==> src/rtl/dpio_pkg.sv <==
package dpio_pkg;
    localparam int PORT_W    = 8;
    localparam int NIB_W     = PORT_W / 2;
    localparam int PORTS     = 3;
    localparam int BANK_W    = PORTS * PORT_W;
    localparam int NUM_BANKS = 2;
    localparam int LINES     = NUM_BANKS * BANK_W;
    localparam int ADDR_W    = 3;
    localparam int SEL_W     = 2;

    localparam int ARM_BIT   = 7;
    localparam int A_BIT     = 4;
    localparam int B_BIT     = 1;
    localparam int CHI_BIT   = 3;
    localparam int CLO_BIT   = 0;

    typedef enum logic [SEL_W-1:0] {
        SEL_A    = 2'd0,
        SEL_B    = 2'd1,
        SEL_C    = 2'd2,
        SEL_CTRL = 2'd3
    } reg_sel_t;

    // 1 = input for each field
    typedef struct packed {
        logic a_in;
        logic b_in;
        logic chi_in;
        logic clo_in;
    } bank_dir_t;

    localparam bank_dir_t DIR_ALL_IN = '{a_in: 1'b1, b_in: 1'b1, chi_in: 1'b1, clo_in: 1'b1};

    function automatic bank_dir_t decode_ctrl(input logic [PORT_W-1:0] w);
        bank_dir_t d;
        d.a_in   = w[A_BIT];
        d.b_in   = w[B_BIT];
        d.chi_in = w[CHI_BIT];
        d.clo_in = w[CLO_BIT];
        return d;
    endfunction

    function automatic logic [BANK_W-1:0] dir_to_oe(input bank_dir_t d);
        return {{NIB_W{~d.chi_in}}, {NIB_W{~d.clo_in}},
                {PORT_W{~d.b_in}}, {PORT_W{~d.a_in}}};
    endfunction
endpackage

==> src/rtl/pio_sync.sv <==
module pio_sync #(
    parameter int W = 8
) (
    input  logic         clk,
    input  logic         rst,
    input  logic [W-1:0] d,
    output logic [W-1:0] q
);
    logic [W-1:0] stage1_q;
    logic [W-1:0] stage2_q;

    always_ff @(posedge clk) begin
        if (rst) begin
            stage1_q <= '0;
            stage2_q <= '0;
        end else begin
            stage1_q <= d;
            stage2_q <= stage1_q;
        end
    end

    assign q = stage2_q;

    // first stage captures the pin one edge later
    assert_sync_stage1_R9: assert property (@(posedge clk) disable iff (rst)
        !$past(rst) |-> stage1_q == $past(d));
    // second stage follows the first by one edge
    assert_sync_stage2_R9: assert property (@(posedge clk) disable iff (rst)
        !$past(rst) |-> stage2_q == $past(stage1_q));
endmodule

==> src/rtl/pio_bank.sv <==
module pio_bank
    import dpio_pkg::*;
(
    input  logic              clk,
    input  logic              rst,
    input  logic              wr_en,
    input  logic [SEL_W-1:0]  sel,
    input  logic [PORT_W-1:0] wdata,
    input  logic [BANK_W-1:0] pin_sync,
    output logic [BANK_W-1:0] pin_out,
    output logic [BANK_W-1:0] pin_oe,
    output logic [PORT_W-1:0] rd_byte
);
    bank_dir_t dir_q;
    logic [PORTS-1:0][PORT_W-1:0] latch_q;
    logic [PORTS-1:0][PORT_W-1:0] mixed;
    logic ctrl_wr;
    logic ctrl_arm;

    assign ctrl_wr  = wr_en && (reg_sel_t'(sel) == SEL_CTRL);
    assign ctrl_arm = ctrl_wr && wdata[ARM_BIT];

    always_ff @(posedge clk) begin
        if (rst)
            dir_q <= DIR_ALL_IN;
        else if (ctrl_arm)
            dir_q <= decode_ctrl(wdata);
    end

    assign pin_oe = dir_to_oe(dir_q);

    for (genvar p = 0; p < PORTS; p++) begin : g_port
        always_ff @(posedge clk) begin
            if (rst)
                latch_q[p] <= '0;
            else if (ctrl_arm)
                latch_q[p] <= '0;
            else if (wr_en && sel == SEL_W'(p))
                latch_q[p] <= wdata;
        end

        assign pin_out[p*PORT_W +: PORT_W] = latch_q[p];
        assign mixed[p] = (pin_oe[p*PORT_W +: PORT_W] & latch_q[p])
                        | (~pin_oe[p*PORT_W +: PORT_W] & pin_sync[p*PORT_W +: PORT_W]);
    end

    always_comb begin
        if (reg_sel_t'(sel) == SEL_CTRL)
            rd_byte = '1;
        else
            rd_byte = mixed[sel];
    end

    // reset leaves all lines as inputs with cleared latches
    assert_reset_state_R1: assert property (@(posedge clk)
        rst |=> (pin_oe == '0 && pin_out == '0));
    // unarmed configuration write changes nothing
    assert_unarmed_ignored_R6: assert property (@(posedge clk) disable iff (rst)
        (ctrl_wr && !wdata[ARM_BIT]) |=> ($stable(pin_oe) && $stable(pin_out)));
    // armed configuration write clears all latches
    assert_arm_clears_R7: assert property (@(posedge clk) disable iff (rst)
        ctrl_arm |=> pin_out == '0);
    // port write leaves directions alone
    assert_port_wr_dir_R8: assert property (@(posedge clk) disable iff (rst)
        (wr_en && reg_sel_t'(sel) != SEL_CTRL) |=> $stable(pin_oe));
endmodule

==> src/rtl/dual_pio.sv <==
module dual_pio
    import dpio_pkg::*;
(
    input  logic              clk,
    input  logic              rst,
    input  logic [ADDR_W-1:0] bus_addr,
    input  logic              bus_wr,
    input  logic              bus_rd,
    input  logic [PORT_W-1:0] bus_wdata,
    output logic [PORT_W-1:0] bus_rdata,
    output logic [LINES-1:0]  pin_out,
    output logic [LINES-1:0]  pin_oe,
    input  logic [LINES-1:0]  pin_in
);
    localparam int BANK_BIT = ADDR_W - 1;

    logic [LINES-1:0] pin_sync;
    logic [NUM_BANKS-1:0][PORT_W-1:0] bank_rd;
    logic [SEL_W-1:0] sel;

    assign sel = bus_addr[SEL_W-1:0];

    pio_sync #(.W(LINES)) u_sync (
        .clk (clk),
        .rst (rst),
        .d   (pin_in),
        .q   (pin_sync)
    );

    for (genvar b = 0; b < NUM_BANKS; b++) begin : g_bank
        pio_bank u_bank (
            .clk      (clk),
            .rst      (rst),
            .wr_en    (bus_wr && bus_addr[BANK_BIT] == 1'(b)),
            .sel      (sel),
            .wdata    (bus_wdata),
            .pin_sync (pin_sync[b*BANK_W +: BANK_W]),
            .pin_out  (pin_out[b*BANK_W +: BANK_W]),
            .pin_oe   (pin_oe[b*BANK_W +: BANK_W]),
            .rd_byte  (bank_rd[b])
        );
    end

    always_ff @(posedge clk) begin
        if (rst)
            bus_rdata <= '0;
        else if (bus_rd)
            bus_rdata <= bank_rd[bus_addr[BANK_BIT]];
    end

    // configuration offsets read back as all ones
    assert_ctrl_readback_R11: assert property (@(posedge clk) disable iff (rst)
        (bus_rd && sel == SEL_W'(SEL_CTRL)) |=> bus_rdata == 8'hFF);
    // read data holds while no read is issued
    assert_rdata_hold_R9: assert property (@(posedge clk) disable iff (rst)
        (!bus_rd && !$past(rst)) |=> $stable(bus_rdata));
endmodule

==> config.mk <==
export PLATFORM = sky130hd
export DESIGN_NAME = dual_pio
export DESIGN_NICKNAME = d
export VERILOG_FILES = /design/src/rtl/dpio_pkg.sv /design/src/rtl/pio_sync.sv /design/src/rtl/pio_bank.sv /design/src/rtl/dual_pio.sv
export SDC_FILE = /design/constraint.sdc
export NUM_CORES = 1
export LEC_CHECK = 0
export BUFFER_PORTS_ARGS = -buffer_cell sky130_fd_sc_hd__buf_2
export CAP_MARGIN = 20
export CORE_MARGIN = 1.5
export CORE_UTILIZATION = 47
export DETAILED_ROUTE_END_ITERATION = 10
export PLACE_DENSITY = 0.81
export SLEW_MARGIN = 20
export SYNTH_ARGS = -nofsm -noshare
export SYNTH_HDL_FRONTEND = slang
export SYNTH_HIERARCHICAL = 1
export SYNTH_SLANG_ARGS = --single-unit
==> constraint.sdc <==
create_clock -name clk -period 1.7 [get_ports clk]
set_clock_uncertainty 0.05 [all_clocks]
set_input_delay 0.51 -clock clk [delete_from_list [all_inputs] [get_ports clk]]
set_output_delay 0.51 -clock clk [all_outputs]
set_load 0.02 [all_outputs]
Word level (Yosys, flattened, before mapping)
Cells that the tools add are included.
{"block": "op_classes", "magnitude_cmp": 2, "n_eq_ne": 3, "muxes": 8, "bitwise": 33, "reduce_logical": 15}
{"operator": "$and A8 B8 Y8", "n": 12}
{"operator": "$mux W8", "n": 6}
{"operator": "$not A8 Y8", "n": 6}
{"operator": "$or A8 B8 Y8", "n": 6}
{"operator": "$bmux W8 S2", "n": 2}
{"operator": "$logic_and A1 B1 Y1", "n": 12}
{"operator": "$not A1 Y1", "n": 9}
{"operator": "$eq A2 B2 Y1 const B", "n": 2}
{"operator": "$reduce_or A2 Y1", "n": 2}
{"operator": "$lt A2 B3 Y1 const B", "n": 1}
{"operator": "$eq A2 B1 Y1 const B", "n": 1}
{"operator": "$logic_not A2 Y1", "n": 1}
{"operator": "$lt A1 B2 Y1 const B", "n": 1}
{"block": "word_totals", "reg_bits": 160, "in_bits": 63, "word_cells": 78}

Longest topological paths before layout
{"block": "depth", "depth_word": 9, "ltp_mapped": 7, "depth_no_buf": 5}

By module
Netlist, hierarchy kept.
{"mod": "pio_bank", "n_inst": 2, "cells_per_inst": 172, "area_each_um2": 1660.3, "seq_area_each_um2": 560.5}
{"mod": "pio_sync", "n_inst": 1, "cells_per_inst": 202, "area_each_um2": 2600.0, "seq_area_each_um2": 1921.8}
{"mod": "dual_pio", "n_inst": 1, "cells_per_inst": 38, "area_each_um2": 384.1, "seq_area_each_um2": 160.2}

Worst setup path before layout
OpenSTA, ideal clock, no wires.
{"block": "synth_timing", "path_type": "input to register", "from": "input port bus_addr[2]", "to": "register g_bank[0].u_bank.latch_q (netlist bit g_bank[0].u_bank/pin_out[0])", "arrival_time_ns": 1.471, "required_ns": 1.535, "path_slack_ns": 0.064, "stages": 6, "path_cell_list": "buf_6 and2b_2 nor3b_2 buf_6 mux2i_1 nor2_2"}
{"block": "synth_via", "elab_chain_len": 5, "elab_cells_between_ends": 6, "classes_between": "bitwise: 1; reduce/logical: 5"}
{"item": "from (decl)", "line_no": "dual_pio.sv:6", "rtl": "input logic [ADDR_W-1:0] bus_addr,"}
{"item": "$not A1 Y1 (*)", "line_no": "dual_pio.sv:34", "rtl": ".wr_en (bus_wr && bus_addr[BANK_BIT] == 1'(b)),"}
{"item": "$logic_and A1 B1 Y1 (*)", "line_no": "dual_pio.sv:34"}
{"item": "$logic_and A1 B1 Y1", "line_no": "pio_bank.sv:20", "rtl": "assign ctrl_wr = wr_en && (reg_sel_t'(sel) == SEL_CTRL);"}
{"item": "$logic_and A1 B1 Y1", "line_no": "pio_bank.sv:21", "rtl": "assign ctrl_arm = ctrl_wr && wdata[ARM_BIT];"}
{"item": "$reduce_or A2 Y1 (no line)"}
{"item": "to (signal, indexed assignment)", "line_no": "pio_bank.sv:39", "rtl": "latch_q[p] <= wdata;"}
{"item": "to (decl)", "line_no": "pio_bank.sv:15", "rtl": "logic [PORTS-1:0][PORT_W-1:0] latch_q;"}
Mark *: on every way between the ends. The rest lies on a longest branch, timed or not.
A chain may end at the register's enable or synchronous reset.

Final worst setup path
{"block": "layout_timing", "from": "register g_bank[0].u_bank/dir_q[2] in the netlist's numbering", "to": "output port pin_oe[12]"}
{"block": "layout_via", "elab_chain_len": 1}
{"item": "from (decl)", "line_no": "pio_bank.sv:14", "rtl": "bank_dir_t dir_q;"}
{"item": "from (signal assigned)", "line_no": "pio_bank.sv:27", "rtl": "dir_q <= decode_ctrl(wdata);"}
{"item": "$not A1 Y1", "line_no": "dpio_pkg.sv:45", "rtl": "{PORT_W{~d.b_in}}, {PORT_W{~d.a_in}}};"}
{"item": "to (decl)", "line_no": "dual_pio.sv:12", "rtl": "output logic [LINES-1:0] pin_oe,"}
No other way between the ends.

==> impl_results.html <==
<table>
<tr><th>Metric</th><th>Value</th></tr>
<tr><th colspan="2">Synth</th></tr>
<tr><td>Average cell area after synthesis</td><td>10.80 sq um</td></tr>
<tr><td>Seq cells post-synth</td><td>160</td></tr>
<tr><td>Synthesized Nets</td><td>between 600 and 700</td></tr>
<tr><td>Async SR Flop Fraction</td><td>0</td></tr>
<tr><td>Top cell type's share of synthesized area</td><td>0.5080</td></tr>
<tr><td>List of most frequent post-synthesis cells</td><td>160 x dfxtp_1, 96 x nor2b_1, 72 x mux2i_1</td></tr>
<tr><td>Biggest area contributors in the synthesized netlist</td><td>dfxtp_1 51%, mux2i_1 11%, nor2b_1 9.5%</td></tr>
<tr><td>Netlist cell types</td><td>25</td></tr>
<tr><td>EDFF count, synth</td><td>0</td></tr>
<tr><td>Sequential area share after synthesis</td><td>0.5080</td></tr>
<tr><td>Library cell with the highest instance count after synthesis</td><td>dfxtp_1</td></tr>
<tr><td>Post-synth top flop</td><td>dfxtp_1</td></tr>
<tr><td>Post-Synthesis Cell Area</td><td>6305 sq um</td></tr>
<tr><td>Synthesized instance count</td><td>a little under 600</td></tr>
<tr><td>Area leader, netlist</td><td>dfxtp_1</td></tr>
<tr><td>Count of warnings emitted by yosys</td><td>6</td></tr>
<tr><th colspan="2">Setup path</th></tr>
<tr><td>Crit start category</td><td>register</td></tr>
<tr><td>Nature of the critical path endpoint</td><td>primary output</td></tr>
<tr><td>Arrival @ worst endpoint</td><td>about 1100 ps</td></tr>
<tr><td>Crit Path Class</td><td>reg2out</td></tr>
<tr><td>Worst setup path start</td><td>g_bank[0].u_bank/dir_q[2]</td></tr>
<tr><td>Reg-to-Reg Start</td><td>g_bank[1].u_bank/dir_q[2]</td></tr>
<tr><td>Logic depth of the worst register-to-register path</td><td>6</td></tr>
<tr><td>Crit Path Max Fanout</td><td>10</td></tr>
<tr><td>Crit path required time</td><td>roughly 1100 ps</td></tr>
<tr><th colspan="2">Floorplan</th></tr>
<tr><td>Die area</td><td>14120 sq um</td></tr>
<tr><td>Area inside the core boundary</td><td>roughly 13000 sq um</td></tr>
<tr><td>Initial Util</td><td>0.4780</td></tr>
<tr><td>Floorplan die height</td><td>between 100 and 150 microns</td></tr>
<tr><td>DIE WIDTH</td><td>118.8 microns</td></tr>
<tr><td>Ports placed on the boundary</td><td>around 170</td></tr>
<tr><td>Number of rows in the core area</td><td>42</td></tr>
<tr><th colspan="2">Route</th></tr>
<tr><td>Average detailed-routed wire length per instance</td><td>between 15 and 20 microns</td></tr>
<tr><td>Total number of vias</td><td>about 4300</td></tr>
<tr><td>Antenna-violating nets left</td><td>0</td></tr>
<tr><td>Length of the first detailed-routing pass in iterations</td><td>4</td></tr>
<tr><td>Via/cell ratio</td><td>about 4.8</td></tr>
<tr><td>Iter 0 DRT Violations</td><td>roughly 240</td></tr>
<tr><td>Count of unresolved DRC violations after routing</td><td>0</td></tr>
<tr><td>Total wire length after detailed routing</td><td>roughly 14000 microns</td></tr>
<tr><th colspan="2">Global route</th></tr>
<tr><td>Wire length of the first global-routing pass</td><td>21870 microns</td></tr>
<tr><td>Overall routing resource usage</td><td>0.2022</td></tr>
<tr><td>Pin count of the biggest net entering global routing</td><td>57</td></tr>
<tr><td>Vias in the first global route</td><td>about 4000</td></tr>
<tr><td>Routing usage on met3</td><td>0.05172</td></tr>
<tr><td>Met2 track demand over resource</td><td>0.3310</td></tr>
<tr><td>Initial antenna violation count</td><td>0</td></tr>
<tr><td>M1 GR Usage</td><td>0.2593</td></tr>
<tr><td>Gr ovfl total</td><td>0</td></tr>
<tr><td>Layer with the highest usage</td><td>met2</td></tr>
<tr><th colspan="2">Clock tree</th></tr>
<tr><td>Max Root-Sink Buffers</td><td>2</td></tr>
<tr><td>Hold buffers post-CTS</td><td>0</td></tr>
<tr><td>Root buffer cell</td><td>clkbuf_16</td></tr>
<tr><td># H-tree levels</td><td>4</td></tr>
<tr><td>Insertion delay to the later sink of the worst-skew pair</td><td>between 400 and 500 ps</td></tr>
<tr><td>Clock transition at the registers of the reported paths</td><td>approximately 60 ps</td></tr>
<tr><td>Number of clock sinks seen by CTS</td><td>160</td></tr>
<tr><td>Number of CTS-inserted buffers</td><td>17</td></tr>
<tr><td>Clock tree from TritonCTS</td><td>built</td></tr>
<tr><th colspan="2">Power</th></tr>
<tr><td>Maximum resistive drop on vdd</td><td>between 0.5 and 0.6 mV</td></tr>
<tr><td>Pwr dens</td><td>between 1000 and 1500 nW/um^2</td></tr>
<tr><td>Overall power after layout</td><td>8.911 mW</td></tr>
<tr><td>Static leakage</td><td>about 3.8 nW</td></tr>
<tr><th colspan="2">Timing</th></tr>
<tr><td>Count of pins over their slew limit</td><td>0</td></tr>
<tr><td>F_max</td><td>roughly 0.6 GHz</td></tr>
<tr><td>Setup Viol. Count Final</td><td>0</td></tr>
<tr><td>Smallest setup slack after layout</td><td>just over 50 ps</td></tr>
<tr><td>Setup repair after global routing missed its margin</td><td>false</td></tr>
<tr><td>Post-layout min period</td><td>around 1600 ps</td></tr>
<tr><td>Slew headroom</td><td>0.7610</td></tr>
<tr><td>Fin crit share</td><td>0.9694</td></tr>
<tr><td>Setup TNS</td><td>0 ps</td></tr>
<tr><td>Hold violation total from the final report</td><td>0</td></tr>
<tr><td>Least-Margin Pin Slew</td><td>approximately 360 ps</td></tr>
<tr><th colspan="2">Final layout</th></tr>
<tr><td>Multi-input logic area</td><td>approximately 2400 sq um</td></tr>
<tr><td>Final Net Count</td><td>just under 800</td></tr>
<tr><td>Layout Cells excl Fill</td><td>between 900 and 1000</td></tr>
<tr><td>Finished layout cell area</td><td>roughly 7700 sq um</td></tr>
<tr><td>Combined flip-flop and latch cell area</td><td>around 3200 sq um</td></tr>
<tr><td>Filler cell count</td><td>around 1100</td></tr>
<tr><td>Area added between synthesis and finish</td><td>21.97%</td></tr>
<tr><td>Number of antenna diodes</td><td>0</td></tr>
<tr><td>Ratio of cells with drive above 1 in the final layout</td><td>0.3887</td></tr>
<tr><th colspan="2">Placement</th></tr>
<tr><td>Instance area after placement</td><td>about 7000 sq um</td></tr>
<tr><td>Cell Count Post-Placement</td><td>~870</td></tr>
<tr><td>Routability congestion estimate</td><td>0.7726</td></tr>
<tr><td>IO Port Bufs</td><td>~170</td></tr>
<tr><td>Dpl ws</td><td>-161.5 ps</td></tr>
<tr><td>Hpwl dp</td><td>10120 microns</td></tr>
<tr><th colspan="2">Min path</th></tr>
<tr><td>Hold path start</td><td>pin_in[32]</td></tr>
<tr><td>WHS Path Cells</td><td>2</td></tr>
<tr><td>Path class of the lowest-slack min-delay path</td><td>in2reg</td></tr>
<tr><th colspan="2">Run status</th></tr>
<tr><td>Status</td><td>finished clean</td></tr>
<tr><th colspan="2">Job</th></tr>
<tr><td>MaxCap Viol Count</td><td>0</td></tr>
</table>
per-stage QoR:
step / util / hold WS (ps)
after floorplan: - / 363.8
after detailed placement: 0.5298 / 370.4
after CTS: 0.5817 / 239.6
after global placement: 0.5298 / 368.5
final: 0.5830 / 256.3
after global routing: 0.5830 / 246.4
state kept, by name, summed over array words and instances (netlist names):
register               cells
g_bank.u_bank/pin_out     48
u_sync/stage1_q           48
g_bank.u_bank/dir_q        8
u_sync/q                  48
bus_rdata                  8
critical path, cell delays in order (launching register included):
cell and delay, ps:
dfxtp_4 430, inv_2 80, buf_2 160
cells by family after synthesis:
| group | Yosys count | synth area share |
|---|---|---|
| flip-flops | 160 | 0.5080 |
| buffers and inverters | 92 | 0.1052 |
| AO/OA/AOI/OAI | 48 | 0.05041 |
| AND/OR/NAND/NOR | 180 | 0.1649 |
| multiplexers | 104 | 0.1715 |
placed cells by master (no fill, tap or decap):
master / n
o211ai_1: 2
clkinv_2: 3
nand4_4: 2
a21oi_1: 14
buf_4: 18
inv_2: 4
a211oi_1: 7
nor2_2: 13
dfxtp_2: 4
dfxtp_4: 4
a211oi_2: 1
clkbuf_1: 1
nand2_1: 2
nor2_1: 53
nor3b_2: 2
o22ai_1: 14
inv_1: 12
buf_12: 6
mux2_2: 32
nor2b_1: 96
buf_2: 165
nand2b_1: 6
a211o_1: 8
o21ai_0: 2
clkbuf_8: 2
and2_2: 1
clkbuf_16: 17
clkinvlp_4: 2
mux2i_1: 72
nand3b_1: 4
and2b_2: 1
dfxtp_1: 152
bufinv_16: 6
power by group:
group          leakage (nW)  total [mW]  internal (mW)  switching, mW
combinational          2.22       0.712          0.315          0.397
clock                 0.322        4.23           2.82           1.41
sequential             1.31        3.97           3.90         0.0741
total                  3.85        8.91           7.03           1.88
cell type report:
cell class,count,area share
clock buffer,20,0.05939
clock inverter,11,0.02733
inverter,16,0.007810
multi-input combinational,332,0.3171
sequential,160,0.4191
tap,176,0.02864
timing repair buffer,189,0.1406
metal layers:
layer	vias up	wire, microns	share of wire
met4	0	272	0.019
met5	-	0	0
li1	2149	-	-
met3	22	923	0.065
met1	1974	6286	0.44
met2	156	6791	0.48
final timing paths:
kind                          to  slack (ps)
max                   pin_oe[12]          50
min          u_sync/stage1_q[32]         260
max reg2reg         bus_rdata[5]         150
min reg2reg         u_sync/q[35]         380
what timing repair did:
item / in CTS / in global routing
gates resized for setup: 13 / 3
pin swaps: 0 / 0
setup endpoints to repair: 50 / 23
buffers inserted: 0 / 2
Note: power is estimated with default switching activity, not from simulation.
